$ cat src/rtl/irqc_pkg.sv
package irqc_pkg;
  // source indices; lower index wins arbitration
  localparam int unsigned SRC_IBF = 0;
  localparam int unsigned SRC_TMR = 1;
  localparam int unsigned NSRC    = 2;
  // bit set: source is an event that must be held until called
  localparam logic [NSRC-1:0] LATCH_MASK = 2'b10;
endpackage

$ cat src/rtl/irqc_enable_flag.sv
module irqc_enable_flag (
  input  logic clk,
  input  logic rst_n,
  input  logic set_i,
  input  logic clr_i,
  output logic en_o
);
  logic en_q;
  logic en_d;

  always_comb begin
    en_d = en_q;
    if (set_i) en_d = 1'b1;
    if (clr_i) en_d = 1'b0;
  end

  always_ff @(posedge clk or negedge rst_n) begin
    if (!rst_n) en_q <= 1'b0;
    else        en_q <= en_d;
  end

  assign en_o = en_q;

  assert_clr_wins_R2: assert property (@(posedge clk) disable iff (!rst_n)
    clr_i |=> !en_o);
  assert_set_takes_R2: assert property (@(posedge clk) disable iff (!rst_n)
    (set_i && !clr_i) |=> en_o);
endmodule

$ cat src/rtl/irqc_pend_latch.sv
module irqc_pend_latch (
  input  logic clk,
  input  logic rst_n,
  input  logic event_i,
  input  logic taken_i,
  output logic pend_o
);
  logic pend_q;
  logic pend_d;

  // a new event outranks the clear caused by a call issued in the same cycle
  always_comb begin
    pend_d = pend_q;
    if (taken_i) pend_d = 1'b0;
    if (event_i) pend_d = 1'b1;
  end

  always_ff @(posedge clk or negedge rst_n) begin
    if (!rst_n) pend_q <= 1'b0;
    else        pend_q <= pend_d;
  end

  assign pend_o = pend_q;

  assert_event_kept_R8: assert property (@(posedge clk) disable iff (!rst_n)
    event_i |=> pend_o);
  assert_taken_clears_R8: assert property (@(posedge clk) disable iff (!rst_n)
    (taken_i && !event_i) |=> !pend_o);
endmodule

$ cat src/rtl/irqc_prio_arb.sv
module irqc_prio_arb #(
  parameter int unsigned N = 2
) (
  input  logic [N-1:0] req_i,
  output logic [N-1:0] grant_o,
  output logic         any_o
);
  logic found;

  always_comb begin
    grant_o = '0;
    found   = 1'b0;
    for (int i = 0; i < N; i++) begin
      if (req_i[i] && !found) begin
        grant_o[i] = 1'b1;
        found      = 1'b1;
      end
    end
  end

  assign any_o = |req_i;
endmodule

$ cat src/rtl/irq_single_level_ctrl.sv
module irq_single_level_ctrl #(
  parameter int unsigned PC_W    = 12,
  parameter int unsigned IBF_VEC = 3,
  parameter int unsigned TMR_VEC = 7
) (
  input  logic            clk,
  input  logic            rst_n,
  input  logic            ibf_req_i,
  input  logic            tmr_ovf_i,
  input  logic            ibf_en_set_i,
  input  logic            ibf_en_clr_i,
  input  logic            tmr_en_set_i,
  input  logic            tmr_en_clr_i,
  input  logic            fetch_i,
  input  logic            retr_i,
  input  logic            retr_cyc2_i,
  output logic            call_o,
  output logic [PC_W-1:0] vec_o
);
  import irqc_pkg::*;

  localparam logic [PC_W-1:0] VEC_TAB [NSRC] = '{PC_W'(IBF_VEC), PC_W'(TMR_VEC)};

  logic [NSRC-1:0] raw, en_set, en_clr, en, req, elig, grant, taken;
  logic            any, rearm, armed, issue;
  logic            in_svc_q, in_svc_d;
  logic            call_q, call_d;
  logic [PC_W-1:0] vec_q, vec_d;

  assign raw    = {tmr_ovf_i, ibf_req_i};
  assign en_set = {tmr_en_set_i, ibf_en_set_i};
  assign en_clr = {tmr_en_clr_i, ibf_en_clr_i};

  // per-source enable flag and request stage
  for (genvar i = 0; i < NSRC; i++) begin : g_src
    irqc_enable_flag u_en (
      .clk   (clk),
      .rst_n (rst_n),
      .set_i (en_set[i]),
      .clr_i (en_clr[i]),
      .en_o  (en[i])
    );
    if (LATCH_MASK[i]) begin : g_latched
      irqc_pend_latch u_pend (
        .clk     (clk),
        .rst_n   (rst_n),
        .event_i (raw[i]),
        .taken_i (taken[i]),
        .pend_o  (req[i])
      );
    end else begin : g_level
      assign req[i] = raw[i];
    end
  end

  assign elig = req & en;

  irqc_prio_arb #(.N(NSRC)) u_arb (
    .req_i   (elig),
    .grant_o (grant),
    .any_o   (any)
  );

  // re-arm takes effect within the second cycle of the return instruction
  assign rearm = retr_i & retr_cyc2_i;
  assign armed = ~in_svc_q | rearm;
  assign issue = fetch_i & armed & any;
  assign taken = issue ? grant : '0;

  always_comb begin
    in_svc_d = in_svc_q;
    if (rearm) in_svc_d = 1'b0;
    if (issue) in_svc_d = 1'b1;
    call_d = issue;
    vec_d  = '0;
    if (issue) begin
      for (int i = 0; i < NSRC; i++) begin
        if (grant[i]) vec_d = vec_d | VEC_TAB[i];
      end
    end
  end

  always_ff @(posedge clk or negedge rst_n) begin
    if (!rst_n) begin
      in_svc_q <= 1'b0;
      call_q   <= 1'b0;
      vec_q    <= '0;
    end else begin
      in_svc_q <= in_svc_d;
      call_q   <= call_d;
      vec_q    <= vec_d;
    end
  end

  assign call_o = call_q;
  assign vec_o  = vec_q;

  assert_call_after_fetch_R3: assert property (@(posedge clk) disable iff (!rst_n)
    call_o |-> $past(fetch_i));
  assert_call_sets_service_R6: assert property (@(posedge clk) disable iff (!rst_n)
    call_o |-> in_svc_q);
  assert_blocked_in_service_R6: assert property (@(posedge clk) disable iff (!rst_n)
    (in_svc_q && !rearm) |=> !call_o);
  assert_vec_legal_R4: assert property (@(posedge clk) disable iff (!rst_n)
    call_o |-> (vec_o == PC_W'(IBF_VEC) || vec_o == PC_W'(TMR_VEC)));
  assert_vec_idle_R4: assert property (@(posedge clk) disable iff (!rst_n)
    !call_o |-> (vec_o == '0));
  assert_ibf_first_R5: assert property (@(posedge clk) disable iff (!rst_n)
    (issue && elig[SRC_IBF]) |=> (vec_o == PC_W'(IBF_VEC)));
  assert_grant_onehot_R5: assert property (@(posedge clk) disable iff (!rst_n)
    $onehot0(grant));
  assert_needs_enable_R1: assert property (@(posedge clk) disable iff (!rst_n)
    call_o |-> $past(en != '0));
endmodule

$ cat config.mk
export PLATFORM = sky130hd
export DESIGN_NAME = irq_single_level_ctrl
export DESIGN_NICKNAME = d
export VERILOG_FILES = /design/src/rtl/irqc_pkg.sv /design/src/rtl/irqc_enable_flag.sv /design/src/rtl/irqc_pend_latch.sv /design/src/rtl/irqc_prio_arb.sv /design/src/rtl/irq_single_level_ctrl.sv
export SDC_FILE = /design/constraint.sdc
export NUM_CORES = 1
export LEC_CHECK = 0
export BUFFER_PORTS_ARGS = -buffer_cell sky130_fd_sc_hd__buf_2
export CORE_AREA = 2 2 39 41
export DETAILED_ROUTE_END_ITERATION = 8
export DIE_AREA = 0 0 41 43
export PLACE_DENSITY = 0.59
export SLEW_MARGIN = 5
export SYNTH_ARGS = -nofsm -noshare
export SYNTH_HDL_FRONTEND = slang
export SYNTH_HIERARCHICAL = 1
export SYNTH_SLANG_ARGS = --single-unit
export TNS_END_PERCENT = 1
$ cat constraint.sdc
create_clock -name clk -period 1.5 [get_ports clk]
set_input_delay 0.15 -clock clk [delete_from_list [all_inputs] [get_ports clk]]
set_output_delay 0.15 -clock clk [all_outputs]
set_load 0.01 [all_outputs]
==> flow_summary.toml, run 1 <==
[placed_design]
dp_hpwl_um = 450
gp_congestion = 0.650
place_inst = 61
port_buffers = 14
dp_slack_ns = 0.269

[routing]
dr.first_iter.drc_count = 1
final_antenna_net_count = 0
route.detailed.drc = 0
wl_per_cell_um = 8.00
via_per_inst = 3.74
first_pass_iters = 2
drt-total-wl_um = 528
vias = 247

[synth]
postSynthAreaPerCell_sq_um = 11.1
yosysMostFrequentCell = "buf_4"
synth_edf_count = 0
synth_area_leaders = "dfrtp_1 47%, buf_4 22%, o21ba_1 5.3%"
ys_warn_count = 6
synth_top_area_share_pct = 46.5
yosys_register_bits = 7
synth_ff_type = "dfrtp_1"
ys_top_cells_by_count = "11 x buf_4, 7 x dfrtp_1, 2 x and2_1, 2 x nor2_1, 2 x o21ba_1"
async_flop_share_pct = 100
synth_top_area_cell = "dfrtp_1"
seq_area_frac_synth_pct = 46.5
synthCells = 34
synthDistinctLibCells = 15
synth_area_sq_um = 377

[final_layout]
antenna_cells = 0
layout-drive-gt1-share_pct = 40.0
fin_cells = 66
final_net_count = 62
final_core_util_pct = 32.5
syn2layout_area_growth_pct = 19.6

[clock_tree]
cts.reportedPaths.clkPinSlew_ns = 0.05
clk_latency_ns = 0.24
cts_made_buffers = 3
clk_path_buf_depth = 2
clock_sinks = 7
cts_resized = 0
htreeDepth = 1
cts_tree = "done"
ctsRootBufferMaster = "clkbuf_4"

[critical_path]
critPathArrivalTime_ns = 1.35
path_class = "reg2reg"
endpoint_kind = "register"
path_max_fanout = 4
critPathRequiredTime_ns = 1.63
cp-start-kind = "register"

[die]
core_area_sq_um = 1380
num_io_pins = 24
start_util_pct = 27.2
die_x_um = 41
dieArea_sq_um = 1760
die_y_um = 43
fp-row-count = 14

[pwr]
combPwrFrac_pct = 16.3
peakVddDrop_mv = 0.374
pwr-share-clk_pct = 37.0
p_switching_mw = 0.105
p_sw_share_pct = 23.7
leakage_nw = 0.248
pwr-share-seq_pct = 46.7
p_int_mw = 0.337
power_density_nw_per_um2 = 982

[sta]
final.setup_skew_ns = 0.00139
hold-worst-slack_ns = 0.0882
fin_tns_setup_ns = 0
finalCriticalPeriod_ns = 1.22
finalHoldViolCount = 0
finalCritPeriodShare_pct = 81.2
clock.fmax_ghz = 0.821
rsz0062_at_grt = "false"
fin_ws_ns = 0.283
slew_violations = 0
finalSetupViolations = 0

[global_routing]
grt_pass1_wl_um = 883
grt_max_degree = 8
grt_antenna_before_repair = 0
grt_pass1_vias = 227
grt_overflow_total = 0
grt_usage_pct = 8.31

[status]
status = "finished, final reports clean"

[run]
cap_violations = 0

[hold_path]
hold_class = "in2reg"
[path summary, 6_finish.rpt]
| check | from | slack, ns | depth (start not counted) | endpoint |
|---|---|---|---|---|
| max reg2reg | g_src[0].u_en/en_o$_DFFE_PN0P_ | 0.28 | 6 | g_src[1].g_latched.u_pend/pend_o$_DFFE_PN0P_ |
| max in group asynchronous | rst_n | 1.08 | 2 | g_src[1].u_en/en_o$_DFFE_PN0P_ |
| min reg2reg | g_src[1].g_latched.u_pend/pend_o$_DFFE_PN0P_ | 0.47 | 1 | g_src[1].g_latched.u_pend/pend_o$_DFFE_PN0P_ |
| min | tmr_ovf_i | 0.09 | 2 | g_src[1].g_latched.u_pend/pend_o$_DFFE_PN0P_ |
| min in group asynchronous | rst_n | 0.27 | 2 | call_o$_DFF_PN0_ |
| max | g_src[0].u_en/en_o$_DFFE_PN0P_ | 0.28 | 6 | g_src[1].g_latched.u_pend/pend_o$_DFFE_PN0P_ |
[routing by layer]
| metal | track usage (%) | wire length [um] |
|---|---|---|
| met1 | 7.95 | 169 |
| met2 | 11.6 | 296 |
| met3 | 4.71 | 54 |
| met4 | 8.00 | 8 |
| met5 | 0 | 0 |
[registers in the layout, indices dropped and copies added (netlist names)]
register                       cells
vec_o                              2
g_src.g_latched.u_pend/pend_o      1
g_src.u_en/en_o                    2
in_svc_q                           1
call_o                             1
[power by group through the flow]
stage	clock (mW)	sequential, mW	combinational [mW]
after floorplan	0	0.211	0.0635
after global placement	0	0.209	0.0703
after detailed placement	0	0.210	0.0714
after CTS	0.173	0.207	0.0737
after global routing	0.184	0.208	0.0836
final	0.164	0.206	0.0722
[metrics by stage]
| stage | instance area (sq um) | total power [mW] |
|---|---|---|
| floorplan | 407 | 0.274 |
| global placement | 414 | 0.280 |
| detailed placement | 414 | 0.281 |
| CTS | 450 | 0.453 |
| global route | 450 | 0.476 |
| finish | 450 | 0.442 |
[cell type report]
class / count / area, sq um
clock buffer: 4 / 26.3
fill: 171 / 933
inverter: 1 / 3.75
multi-input combinational: 23 / 145
sequential: 7 / 175
tap: 16 / 20.0
timing repair buffer: 15 / 80.1
[placed cells by master (no fill, tap or decap), drive strengths merged]
cell         Yosys  routed
nor2             2       2
nor3             1       1
a21boi           1       1
nor2b            1       1
or2              1       1
o21ba            2       2
nand2b           1       1
nand2            1       1
nor3b            1       1
conb             1       9
and2             2       2
dfrtp            7       7
inv              1       1
clkbuf           0       4
dlygate4sd3      0       1
buf             11      14
a21o             1       1
[cells by family after synthesis]
kind of cell	synth area share [%]
compound gates	12.3
buf+inv	22.9
flops	46.5
other cells	0.996
simple gates	17.3
[critical path, stage by stage, from the launching register on]
cell and delay (ns):
dfrtp_1 0.34, and2_1 0.15, or2_1 0.10, nand2_1 0.12, nor3b_2 0.20, inv_1 0.06
a21o_1 0.15
[repair_timing]
action / 4_1_cts / 5_1_grt
hold endpoints to repair: 7 / 0
hold buffers: 1 / 0
buffers inserted: 0 / 0
(Power assumes the default switching activity.)
==> inputs of run 2 (changes only) <==
--- a/config.mk
+++ b/config.mk
@@ -5,11 +5,12 @@
 export SDC_FILE = /design/constraint.sdc
 export NUM_CORES = 1
 export LEC_CHECK = 0
+export ABC_AREA = 1
 export BUFFER_PORTS_ARGS = -buffer_cell sky130_fd_sc_hd__buf_2
 export CORE_AREA = 2 2 39 41
 export DETAILED_ROUTE_END_ITERATION = 8
 export DIE_AREA = 0 0 41 43
-export PLACE_DENSITY = 0.59
+export PLACE_DENSITY = 0.58
 export SLEW_MARGIN = 5
 export SYNTH_ARGS = -nofsm -noshare
 export SYNTH_HDL_FRONTEND = slang
==> constraint.sdc (replaced) <==
create_clock -name clk -period 1.2 [get_ports clk]
set_input_delay 0.12 -clock clk [delete_from_list [all_inputs] [get_ports clk]]
set_output_delay 0.12 -clock clk [all_outputs]
set_load 0.01 [all_outputs]
==> flow_summary.toml, run 2 <==
[status]
status = "finished, final reports clean"

[synth]
synth_top_area_cell = "dfrtp_1"
synthDistinctLibCells = 8
synth_top_area_share_pct = 47.6
postSynthAreaPerCell_sq_um = 8.00
synth_area_sq_um = 368
synth_ff_type = "dfrtp_1"
ys_top_cells_by_count = "11 x buf_4, 8 x inv_1, 8 x nand2_1, 8 x nor2_1, 7 x dfrtp_1"
ys_warn_count = 6
async_flop_share_pct = 100
synth_area_leaders = "dfrtp_1 48%, buf_4 22%, inv_1 8.2%"
synth_edf_count = 0
synthCells = 46
seq_area_frac_synth_pct = 47.6
yosys_register_bits = 7
yosysMostFrequentCell = "buf_4"

[routing]
dr.first_iter.drc_count = 4
first_pass_iters = 4
vias = 274
route.detailed.drc = 0
drt-total-wl_um = 469
final_antenna_net_count = 0
via_per_inst = 3.51
wl_per_cell_um = 6.01

[critical_path]
cpPeakStageDelay_ns = 0.33
path_delay_family = "simple AND/OR/NAND/NOR gates"
path_max_fanout = 3
path_buf_inv = 4
cp-start-kind = "register"
critPathArrivalTime_ns = 1.21
path_class = "reg2reg"
endpoint_kind = "register"
slowest_stage = "dfrtp_1"
critical_path.cell_chain = "nand2_1, inv_2, inv_1, nand2_2, nand2_2, inv_2, nand2_2, nor2_2, inv_1, nand2_1, nand2_1"
critPathRequiredTime_ns = 1.34

[clock_tree]
clk_path_buf_depth = 2
cts_tree = "done"
cts.reportedPaths.clkPinSlew_ns = 0.05
clk_latency_ns = 0.25
cts_made_buffers = 3
clock_sinks = 7
ctsRootBufferMaster = "clkbuf_4"
htreeDepth = 1

[run]
cap_violations = 0

[final_layout]
final_net_count = 74
multi_input_area_sq_um = 114
n_fill_cell = 159
syn2layout_area_growth_pct = 22.1
antenna_cells = 0
layout_commonest_cell = "buf_2"
ff_latch_area_sq_um = 175
layout-drive-gt1-share_pct = 38.7
final_cell_mix = "14 x buf_2, 9 x conb_1, 7 x inv_1, 7 x nor2_1, 7 x dfrtp_1"

[sta]
fin_tns_setup_ns = 0
finalCritPeriodShare_pct = 89.1
rsz0062_at_grt = "false"
finalHoldViolCount = 0
clock.fmax_ghz = 0.935
hold-worst-slack_ns = 0.0154
final.setup_skew_ns = 0.000942
finalCriticalPeriod_ns = 1.07
finalSetupViolations = 0
slew_violations = 0

[pwr]
peakVddDrop_mv = 0.466
leakage_nw = 0.284
power_density_nw_per_um2 = 1220
p_total_mw = 0.548

[placed_design]
gp_congestion = 0.582
dp_hpwl_um = 388
port_buffers = 14

[global_routing]
grt_pass1_vias = 231
grt_usage_pct = 7.67
grt_max_degree = 8
grt_pass1_wl_um = 800
grt_overflow_total = 0
grt_antenna_before_repair = 0

[die]
die_y_um = 43
core_area_sq_um = 1380
num_io_pins = 24
fp-row-count = 14
dieArea_sq_um = 1760
die_x_um = 41
start_util_pct = 26.6

[hold_path]
hold_class = "in2reg"
run 2: cell count changes after synthesis, moves of 2 or more:
| cell | before | now |
|---|---|---|
| and2_1 | 2 | 0 |
| nand2_2 | 0 | 2 |
| nand2_1 | 1 | 8 |
| inv_1 | 1 | 8 |
| o21ba_1 | 2 | 0 |
| nor2_1 | 2 | 8 |
run 2: kinds of logic after synthesis:
| group | synth area share, % |
|---|---|
| other cells | 1.02 |
| flops | 47.6 |
| simple gates | 19.7 |
| buf+inv | 31.6 |
run 2: report_power, final:
| part | leakage [nW] | internal, mW | switching (mW) |
|---|---|---|---|
| logic | 0.182 | 0.0326 | 0.0503 |
| registers | 0.0866 | 0.252 | 0.00577 |
| clock network | 0.0150 | 0.126 | 0.0808 |
run 2: worst paths after layout:
| check | from | endpoint | slack [ns] | cells past startpoint |
|---|---|---|---|---|
| worst max-delay path | g_src[0].u_en/en_o$_DFFE_PN0P_ | g_src[1].g_latched.u_pend/pend_o$_DFFE_PN0P_ | 0.13 | 11 |
| min in group asynchronous | rst_n | vec_o[1]$_DFF_PN0_ | 0.23 | 2 |
| worst min-delay path | ibf_en_clr_i | g_src[0].u_en/en_o$_DFFE_PN0P_ | 0.02 | 2 |
| worst min register to register | g_src[1].g_latched.u_pend/pend_o$_DFFE_PN0P_ | g_src[1].g_latched.u_pend/pend_o$_DFFE_PN0P_ | 0.47 | 2 |
| max in group asynchronous | rst_n | g_src[0].u_en/en_o$_DFFE_PN0P_ | 0.83 | 2 |
| worst max register to register | g_src[0].u_en/en_o$_DFFE_PN0P_ | g_src[1].g_latched.u_pend/pend_o$_DFFE_PN0P_ | 0.13 | 11 |
run 2: per-stage QoR:
step / setup slack (ns) / util, % / cells / instance area [sq um]
after floorplan: 0.173 / - / 54 / 398
after global placement: 0.101 / 29.3 / 73 / 405
after detailed placement: 0.0982 / 29.3 / 73 / 405
after CTS: 0.0884 / 31.9 / 78 / 442
after global routing: 0.00713 / 32.5 / 78 / 449
final: 0.131 / 32.5 / 78 / 449
run 2: per-layer routing:
layer,vias up,wire length (um),global-route usage [%]
li1,140,-,-
met1,113,157,5.88
met2,19,209,10.6
met3,2,95,7.85
met4,0,6,6.00
met5,-,0,0
run 2: cell type report:
class | instances | share of cell area, %
flip-flops and latches | 7 | 39.0
well taps | 16 | 4.46
clock buffers | 4 | 5.85
multi-input cells | 27 | 25.3
inverters | 9 | 7.52
repair buffers | 15 | 17.8
run 2: what timing repair did:
action,4_1_cts,5_1_grt
hold buffers,1,0
resized for setup,0,4
setup endpoints to repair,0,1
endpoints found under the hold margin,7,0
setup buffers,0,0
==> inputs of run 3 (changes only) <==
--- a/config.mk
+++ b/config.mk
@@ -10,10 +10,9 @@
 export CORE_AREA = 2 2 39 41
 export DETAILED_ROUTE_END_ITERATION = 8
 export DIE_AREA = 0 0 41 43
-export PLACE_DENSITY = 0.58
+export PLACE_DENSITY = 0.56
 export SLEW_MARGIN = 5
 export SYNTH_ARGS = -nofsm -noshare
 export SYNTH_HDL_FRONTEND = slang
-export SYNTH_HIERARCHICAL = 1
 export SYNTH_SLANG_ARGS = --single-unit
 export TNS_END_PERCENT = 1
==> flow_summary.toml, run 3 <==
[synth]
yosysMostFrequentCell = "buf_4"
postSynthAreaPerCell_sq_um = 9.13
seq_area_frac_synth_pct = 51.9
synthCells = 37
synth_top_area_share_pct = 51.9
synth_area_leaders = "dfrtp_1 52%, buf_4 22%, nand2_1 6.7%"
async_flop_share_pct = 100
synth_edf_count = 0
ys_top_cells_by_count = "10 x buf_4, 7 x dfrtp_1, 6 x nand2_1"
synth_area_sq_um = 338
synth_ff_type = "dfrtp_1"
synthDistinctLibCells = 9
synth_top_area_cell = "dfrtp_1"
ys_warn_count = 0
yosys_register_bits = 7

[placed_design]
placed_area_sq_um = 383
port_buffers = 14
dp_hpwl_um = 404
gp_congestion = 0.672

[critical_path]
cp-start-kind = "register"
critical_path.cell_chain = "buf_2"
slowest_stage = "dfrtp_1"
path_buf_inv = 1
critPathRequiredTime_ns = 1.08
critPathArrivalTime_ns = 0.74
endpoint_kind = "output port"
path_max_fanout = 2
path_delay_family = "flip-flops"
cpPeakStageDelay_ns = 0.36
path_class = "reg2out"

[run]
cap_violations = 0

[global_routing]
grt_pass1_wl_um = 724
grt_pass1_vias = 199
grt_usage_pct = 6.88
grt_overflow_total = 0
grt_max_degree = 8
grt_antenna_before_repair = 0

[die]
start_util_pct = 24.4
core_area_sq_um = 1380
die_x_um = 41
dieArea_sq_um = 1760
num_io_pins = 24
die_y_um = 43
fp-row-count = 14

[routing]
drt-total-wl_um = 515
via_per_inst = 3.48
wl_per_cell_um = 7.25
final_antenna_net_count = 0
drt-met1-wl_um = 213
route.met3.wl_um = 59
first_pass_iters = 1
vias = 247
dr.first_iter.drc_count = 0
route.met2.wl_um = 243
route.top_layer_used = "met3"
route.detailed.drc = 0

[clock_tree]
clk_latency_ns = 0.25
cts_tree = "done"
postCtsHoldBufs = 2
cts_made_buffers = 3
htreeDepth = 1
cts.reportedPaths.clkPinSlew_ns = 0.05
ctsRootBufferMaster = "clkbuf_4"
clock_sinks = 7
cts_resized = 0
cts_setup_buffers = 0
clk_path_buf_depth = 2

[final_layout]
antenna_cells = 0
layout-drive-gt1-share_pct = 36.4
n_fill_cell = 156
layout_commonest_cell = "buf_2"
multi_input_area_sq_um = 106
final_cell_mix = "14 x buf_2, 9 x conb_1, 7 x dfrtp_1"
syn2layout_area_growth_pct = 27.0
final_core_util_pct = 31.0
final_net_count = 67
design_area_sq_um = 429
ff_latch_area_sq_um = 175

[sta]
finalCritPeriodShare_pct = 72.0
slew_violations = 0
finalHoldViolCount = 0
fin_tns_setup_ns = 0
clock.fmax_ghz = 1.16
finalSetupViolations = 0
finalCriticalPeriod_ns = 0.864
final.setup_skew_ns = 0.000718
rsz0062_at_grt = "false"

[hold_path]
hold_class = "in2reg"

[status]
status = "finished, final reports clean"

[pwr]
peakVddDrop_mv = 0.509
leakage_nw = 0.261
power_density_nw_per_um2 = 1300
## run 3: final cells by class
cell class | count | share of cell area (%)
clock buffers | 4 | 6.12
flip-flops and latches | 7 | 40.8
repair buffers | 16 | 21.0
well taps | 16 | 4.66
multi-input cells | 25 | 24.8
inverters | 3 | 2.62
## run 3: report_power, final
| part | switching [mW] | internal [mW] | total (mW) |
|---|---|---|---|
| Sequential | 0.0103 | 0.255 | 0.265 |
| Clock | 0.0852 | 0.127 | 0.212 |
| Combinational | 0.0467 | 0.0341 | 0.0808 |
## run 3: worst paths after layout
check / startpoint / end / slack, ns / depth (start not counted)
max: vec_o[1]$_DFF_PN0_ / vec_o[1] / 0.34 / 1
min: tmr_en_clr_i / g_src[1].u_en.en_o$_DFFE_PN0P_ / 0.02 / 2
max reg2reg: in_svc_q$_DFFE_PN0P_ / g_src[1].g_latched.u_pend.pend_o$_DFFE_PN0P_ / 0.39 / 4
min reg2reg: g_src[0].u_en.en_o$_DFFE_PN0P_ / g_src[0].u_en.en_o$_DFFE_PN0P_ / 0.49 / 2
max in group asynchronous: rst_n / g_src[1].g_latched.u_pend.pend_o$_DFFE_PN0P_ / 0.81 / 2
min in group asynchronous: rst_n / call_o$_DFF_PN0_ / 0.23 / 2
## run 3: logic make-up after synthesis
logic type,synth area share (%)
other,1.11
buffers and inverters,25.6
flip-flops,51.9
AO/OA/AOI/OAI,2.96
AND/OR/NAND/NOR,18.5
## run 3: through the flow
step                      total power [mW]  hold slack, ns  setup WS [ns]  instances
final                                0.558          0.0187          0.336         71
after global routing                 0.606         0.00940          0.285         71
after CTS                            0.575         0.00948          0.321         71
after detailed placement             0.346         -0.0411          0.393         65
after global placement               0.345         -0.0385          0.406         65
after floorplan                      0.336          -0.176          0.452         45
## run 3: layer usage
| layer | global-route usage [%] | up-vias |
|---|---|---|
| met5 | 0 | - |
| met4 | 2.00 | 0 |
| met3 | 7.85 | 0 |
| met2 | 9.06 | 14 |
| met1 | 6.91 | 105 |
| li1 | - | 128 |
